[src/rtl/extint_pkg.sv]
package extint_pkg;
  localparam int LINES          = 16;
  localparam int SEL_W          = 4;
  localparam int FIELDS_PER_REG = 4;
  localparam int SEL_REGS       = LINES / FIELDS_PER_REG;
  localparam int SEL_BITS       = SEL_W * FIELDS_PER_REG;
  localparam int IDX_W          = $clog2(SEL_REGS);
  localparam int DATA_W         = 32;
  localparam int SOLO_LINES     = 5;
  localparam int GRP_A_LO       = 5;
  localparam int GRP_A_HI       = 9;
  localparam int GRP_B_LO       = 10;
  localparam int IRQ_OUTS       = SOLO_LINES + 2;

  typedef struct packed {
    logic                wrMask;
    logic                wrRise;
    logic                wrFall;
    logic                wrPend;
    logic [SEL_REGS-1:0] wrSel;
  } strobe_t;

  typedef enum logic [2:0] {
    RD_NONE, RD_MASK, RD_RISE, RD_FALL, RD_PEND, RD_SEL
  } rd_src_t;

  typedef struct packed {
    rd_src_t          src;
    logic [IDX_W-1:0] idx;
  } rd_sel_t;
endpackage

[src/rtl/extint_regif.sv]
module extint_regif
  import extint_pkg::*;
#(
  parameter int ADDR_W = 6
) (
  input  logic              clk,
  input  logic              rst,
  input  logic              regWrEn,
  input  logic [ADDR_W-1:0] regAddr,
  output strobe_t           strb,
  output rd_sel_t           rdSel
);
  localparam int WORD_W = ADDR_W - 2;

  logic [WORD_W-1:0] wordIdx;
  assign wordIdx = regAddr[ADDR_W-1:2];

  always_comb begin
    strb  = '0;
    rdSel = '{src: RD_NONE, idx: '0};
    if (wordIdx < WORD_W'(4)) begin
      case (wordIdx[1:0])
        2'd0: begin rdSel.src = RD_MASK; strb.wrMask = regWrEn; end
        2'd1: begin rdSel.src = RD_RISE; strb.wrRise = regWrEn; end
        2'd2: begin rdSel.src = RD_FALL; strb.wrFall = regWrEn; end
        default: begin rdSel.src = RD_PEND; strb.wrPend = regWrEn; end
      endcase
    end else if (wordIdx < WORD_W'(4 + SEL_REGS)) begin
      rdSel.src = RD_SEL;
      rdSel.idx = IDX_W'(wordIdx - WORD_W'(4));
      strb.wrSel[rdSel.idx] = regWrEn;
    end
  end

  // at most one register is written per cycle
  assert_one_strobe_R11: assert property (@(posedge clk) disable iff (rst)
    $onehot0({strb.wrMask, strb.wrRise, strb.wrFall, strb.wrPend, strb.wrSel}));

  // addresses past the map neither read nor write
  assert_unmapped_quiet_R11: assert property (@(posedge clk) disable iff (rst)
    (wordIdx >= WORD_W'(4 + SEL_REGS)) |-> (rdSel.src == RD_NONE && strb == '0));
endmodule

[src/rtl/extint_datapath.sv]
module extint_datapath
  import extint_pkg::*;
#(
  parameter int NUM_PORTS = 4
) (
  input  logic                       clk,
  input  logic                       rst,
  input  logic [NUM_PORTS*LINES-1:0] gpioIn,
  input  strobe_t                    strb,
  input  rd_sel_t                    rdSel,
  input  logic [DATA_W-1:0]          wrData,
  output logic [DATA_W-1:0]          rdData,
  output logic [IRQ_OUTS-1:0]        irqOut
);
  logic [LINES-1:0] maskReg, riseReg, fallReg, pendReg;
  logic [LINES-1:0] syncA, syncB, prevB;
  logic [LINES-1:0] pinSel, riseHit, fallHit, edgeHit, clrMask, active;
  logic [LINES*SEL_W-1:0] selReg;

  // port multiplexer per line
  always_comb begin
    logic [SEL_W-1:0] code;
    code   = '0;
    pinSel = '0;
    for (int n = 0; n < LINES; n++) begin
      code = selReg[n*SEL_W +: SEL_W];
      for (int p = 0; p < NUM_PORTS; p++) begin
        if (code == SEL_W'(p)) pinSel[n] = gpioIn[p*LINES + n];
      end
    end
  end

  assign riseHit = syncB & ~prevB & riseReg;
  assign fallHit = ~syncB & prevB & fallReg;
  assign edgeHit = riseHit | fallHit;
  assign clrMask = strb.wrPend ? wrData[LINES-1:0] : '0;

  always_ff @(posedge clk) begin
    if (rst) begin
      syncA   <= '0;
      syncB   <= '0;
      prevB   <= '0;
      pendReg <= '0;
      maskReg <= '0;
      riseReg <= '0;
      fallReg <= '0;
      selReg  <= '0;
    end else begin
      syncA   <= pinSel;
      syncB   <= syncA;
      prevB   <= syncB;
      pendReg <= (pendReg & ~clrMask) | edgeHit;
      if (strb.wrMask) maskReg <= wrData[LINES-1:0];
      if (strb.wrRise) riseReg <= wrData[LINES-1:0];
      if (strb.wrFall) fallReg <= wrData[LINES-1:0];
      for (int r = 0; r < SEL_REGS; r++) begin
        if (strb.wrSel[r]) selReg[r*SEL_BITS +: SEL_BITS] <= wrData[SEL_BITS-1:0];
      end
    end
  end

  // request grouping
  assign active = pendReg & maskReg;
  genvar k;
  generate
    for (k = 0; k < SOLO_LINES; k++) begin : g_solo
      assign irqOut[k] = active[k];
      // a disabled dedicated line never requests
      assert_mask_gate_R6: assert property (@(posedge clk) disable iff (rst)
        !maskReg[k] |-> !irqOut[k]);
    end
  endgenerate
  assign irqOut[SOLO_LINES]     = |active[GRP_A_HI:GRP_A_LO];
  assign irqOut[SOLO_LINES + 1] = |active[LINES-1:GRP_B_LO];

  always_comb begin
    case (rdSel.src)
      RD_MASK: rdData = DATA_W'(maskReg);
      RD_RISE: rdData = DATA_W'(riseReg);
      RD_FALL: rdData = DATA_W'(fallReg);
      RD_PEND: rdData = DATA_W'(pendReg);
      RD_SEL:  rdData = DATA_W'(selReg[rdSel.idx*SEL_BITS +: SEL_BITS]);
      default: rdData = '0;
    endcase
  end

  // written ones clear the flags unless a new edge lands on them
  assert_clear_R5: assert property (@(posedge clk) disable iff (rst)
    strb.wrPend |=> ((pendReg & $past(wrData[LINES-1:0] & ~edgeHit)) == '0));

  // a detected edge always leaves its flag set
  assert_event_wins_R7: assert property (@(posedge clk) disable iff (rst)
    (|edgeHit) |=> ((pendReg & $past(edgeHit)) == $past(edgeHit)));

  // shared output stays low while all its members are disabled
  assert_group_gate_R8: assert property (@(posedge clk) disable iff (rst)
    (maskReg[GRP_A_HI:GRP_A_LO] == '0) |-> !irqOut[SOLO_LINES]);

  genvar n;
  generate
    for (n = 0; n < LINES; n++) begin : g_line
      // a flag only rises after the synchronized pin changed
      assert_needs_change_R4: assert property (@(posedge clk) disable iff (rst)
        $rose(pendReg[n]) |-> $past(syncB[n] != prevB[n]));
    end
  endgenerate
endmodule

[src/rtl/extint_ctrl.sv]
module extint_ctrl
  import extint_pkg::*;
#(
  parameter int NUM_PORTS = 4,
  parameter int ADDR_W    = 6
) (
  input  logic                       clk,
  input  logic                       rst,
  input  logic [NUM_PORTS*LINES-1:0] gpioIn,
  input  logic                       regWrEn,
  input  logic [ADDR_W-1:0]          regAddr,
  input  logic [DATA_W-1:0]          regWrData,
  output logic [DATA_W-1:0]          regRdData,
  output logic [IRQ_OUTS-1:0]        irqOut
);
  strobe_t strb;
  rd_sel_t rdSel;

  extint_regif #(.ADDR_W(ADDR_W)) uRegif (
    .clk     (clk),
    .rst     (rst),
    .regWrEn (regWrEn),
    .regAddr (regAddr),
    .strb    (strb),
    .rdSel   (rdSel)
  );

  extint_datapath #(.NUM_PORTS(NUM_PORTS)) uPath (
    .clk    (clk),
    .rst    (rst),
    .gpioIn (gpioIn),
    .strb   (strb),
    .rdSel  (rdSel),
    .wrData (regWrData),
    .rdData (regRdData),
    .irqOut (irqOut)
  );
endmodule

[config.mk]
export PLATFORM = sky130hd
export DESIGN_NAME = extint_ctrl
export DESIGN_NICKNAME = d
export VERILOG_FILES = /design/src/rtl/extint_pkg.sv /design/src/rtl/extint_regif.sv /design/src/rtl/extint_datapath.sv /design/src/rtl/extint_ctrl.sv
export SDC_FILE = /design/constraint.sdc
export NUM_CORES = 1
export LEC_CHECK = 0
export ABC_AREA = 1
export ABC_CLOCK_PERIOD_IN_PS = 2700
export BUFFER_PORTS_ARGS = -buffer_cell sky130_fd_sc_hd__clkbuf_2
export CAP_MARGIN = 30
export CELL_PAD_IN_SITES_DETAIL_PLACEMENT = 1
export CELL_PAD_IN_SITES_GLOBAL_PLACEMENT = 1
export CORE_MARGIN = 2
export CORE_UTILIZATION = 40
export DETAILED_ROUTE_END_ITERATION = 8
export GPL_ROUTABILITY_DRIVEN = 0
export PLACE_DENSITY = 0.89
export SYNTH_ARGS = -nofsm -noshare
export SYNTH_HDL_FRONTEND = slang
export SYNTH_SLANG_ARGS = --single-unit
[constraint.sdc]
create_clock -name clk -period 2.7 [get_ports clk]
set_clock_uncertainty 0.15 [all_clocks]
set_input_delay 0.405 -clock clk [delete_from_list [all_inputs] [get_ports clk]]
set_output_delay 0.405 -clock clk [all_outputs]
set_load 0.05 [all_outputs]
==> out/qor.csv <==
stage;metric;value;unit
clock_tree;CTS root buffer;clkbuf_16;
drt;metal1 wirelength;12.5;mm
timing;Setup TNS;0;ps
finish;final net count;1351;
drt;total wire length;31.3;mm
global_routing;vias in the first global route;8878;
setup_path;CP delay by family, top;buffers and inverters;
status;status;finished, final reports clean;
setup_path;CP Data Required Time;2140;ps
clock_tree;CTS tree;built;
timing;Least-Margin Pin Slew;583;ps
drt;Avg Vias per Cell;5.73;
finish;number of inserted diodes;0;
die;die height;145;um
setup_path;startpoint types;input port;
placed_design;input/output buffers;109;
setup_path;CP max stage cell;clkbuf_2;
clock_tree;cts hold-fix bufs;0;
finish;share of cells above drive strength 1;15.5;%
die;Starting Density;40.8;%
drt;vias;8711;
finish;fin util;49.2;%
setup_path;crit path capture type;primary output;
timing;fin crit period;2610;ps
power_and_ir_drop;largest vdd supply drop;494;uV
die;die extent in x;145;um
setup_path;Buf+Inv Stages, Crit Path;5;
clock_tree;clock sink count;176;
drt;Max Used Layer;met4;
global_routing;first-pass GRT wire length;48.3;mm
drt;met2 routed WL;15.0;mm
global_routing;largest net degree at the start of global routing;81;
yosys;mapped cell area;0.00797;sq mm
finish;commonest non-fill, non-tap cell in the layout;nand2_1;
placed_design;post-place instance area;0.00899;sq mm
finish;Area Growth Syn to Fin;20.6;%
timing;setup violators final;0;
yosys;register area share after synthesis;44.2;%
timing;Tcrit/Tclk final;96.7;%
global_routing;gr ovfl total;0;
timing;Slew Viols, Final;0;
power_and_ir_drop;cell area power density;626;mW/mm^2
min_path;Hold Crit Class;input port to flip-flop;
clock_tree;clock-pin slew on the worst setup and hold paths;70;ps
setup_path;Worst EP arrival;2060;ps
yosys;Cell variety after synth;28;
drt;DR iter-0 viols;724;
drt;DR pass1 iterations;5;
timing;worst hold slack;34.3;ps
die;Core Area;0.0195;sq mm
timing;Fin. Hold Viols;0;
placed_design;hpwl dp;20.5;mm
power_and_ir_drop;total power;6.02;mW
yosys;post-synthesis area per instance;6.99;sq um
clock_tree;worst-skew pair later-pin latency;440;ps
clock_tree;total CTS buffers;17;
drt;WL/cell;20.6;um
clock_tree;clock tree buffer depth;2;
die;number of I/O pins;144;
setup_path;WS Path Type;input port to primary output;
setup_path;Worst path most repeated cell;nand2_1;
timing;RSZ-0062 raised after global routing;false;
die;Die Area;0.0211;sq mm
finish;most frequent cells in the layout;nand2_1, dfxtp_1, o21ai_0;
setup_path;crit-path cells;clkbuf_2, ha_1, buf_4, inv_1, nand2_1, a21oi_2, buf_12, nand3_1, nand2_1, nor2_1, nand2_1, clkbuf_2;
clock_tree;setup bufs post-CTS;0;
setup_path;CP Max Fanout;16;
drt;Met3 Wirelength;2.02;mm
timing;worst rel slew slack;60.8;%
global_routing;total global-route track usage;29.1;%
run;max_cap viols;0;
drt;DRC viols;0;
power_and_ir_drop;Leakage;4.35;nW
yosys;Post-Synthesis Cells;1139;
drt;antenna viol nets, final;0;
finish;Finished Cell Area;0.00961;sq mm
setup_path;CP max stage delay;280;ps
yosys;Seq cells post-synth;176;
yosys;YS warnings;0;
die;row count;51;
timing;Highest Clock Rate;383;MHz
global_routing;antenna violations before repair;0;
clock_tree;H-tree levels;4;
[through the flow]
step,setup slack [ps],cells
floorplan,19.5,1154
global placement,137,1488
detailed placement,81.0,1488
CTS,34.6,1519
global route,45.5,1519
finish,89.3,1519
[synthesized netlist by cell type]
library cell	number	area share, %
nor2_2	3	0.24
conb_1	1	0.047
nand2_4	3	0.42
nor2_4	1	0.14
buf_2	16	1.0
inv_2	5	0.24
nand3_1	102	6.4
nand4_1	24	1.9
dfxtp_1	176	44
nor3_1	8	0.50
inv_1	103	4.9
ha_1	4	0.63
clkbuf_1	22	1.0
a21oi_2	1	0.11
a31oi_1	17	1.3
a221oi_1	1	0.11
nor2_1	123	5.8
o21ai_0	134	8.4
a21oi_1	133	8.4
nand2_1	217	10
nand2_2	3	0.24
a22o_1	2	0.22
buf_4	26	2.5
clkinv_2	1	0.063
clkinv_1	1	0.047
buf_6	4	0.57
buf_1	5	0.24
o21ai_1	3	0.19
[per-layer routing]
layer  up-vias  global-route usage [%]
met5         -                       0
met4         0                    18.0
met3       129                    5.44
li1       3936                       -
met1      4226                    34.9
met2       420                    48.2
[kinds of logic (layout without fill, tap and decap cells)]
| group | count (synthesis) | in the layout | share of synthesized area (%) |
|---|---|---|---|
| compound gates | 291 | 291 | 18.7 |
| fa+ha+maj | 4 | 4 | 0.628 |
| buf+inv | 183 | 283 | 10.5 |
| flops | 176 | 176 | 44.2 |
| other cells | 1 | 16 | 0.0471 |
| simple gates | 484 | 484 | 25.9 |
[registers in the layout (all words and copies together) (netlist names)]
register,count
uPath.syncA,16
uPath.pendReg,16
uPath.maskReg,16
uPath.riseReg,16
uPath.fallReg,16
uPath.prevB,16
uPath.selReg,64
uPath.syncB,16
[repair_timing]
item / 4_1_cts / 5_1_grt
endpoints found under the hold margin: 0 / 0
endpoints found under the setup margin: 0 / 9
gates resized for setup: 0 / 9
[cell type report]
cell class | count | area (sq um)
fill | 2548 | 9920
timing repair buffer | 142 | 1060
clock inverter | 11 | 138
tap | 265 | 332
clock buffer | 20 | 457
multi-input combinational | 795 | 3690
inverter | 110 | 414
sequential | 176 | 3520
[report_power, final]
group / switching, mW / internal (mW)
Clock: 1.08 / 1.49
Sequential: 0.0448 / 2.67
Combinational: 0.504 / 0.222
[worst paths after layout]
| path | startpoint | endpoint | slack, ps | cells after the start |
|---|---|---|---|---|
| max | regAddr[2] | regRdData[0] | 90 | 12 |
| min | gpioIn[49] | uPath.syncA[1] | 30 | 3 |
| max reg2reg | uPath.selReg[54] | uPath.syncA[13] | 1370 | 3 |
| min reg2reg | uPath.syncA[5] | uPath.syncB[5] | 260 | 2 |
[worst min-delay path, cell delays in order]
cell and delay, ps:
clkbuf_2 80, nand2_1 50, a21oi_1 50
Note: power is estimated with default switching activity, not from simulation.
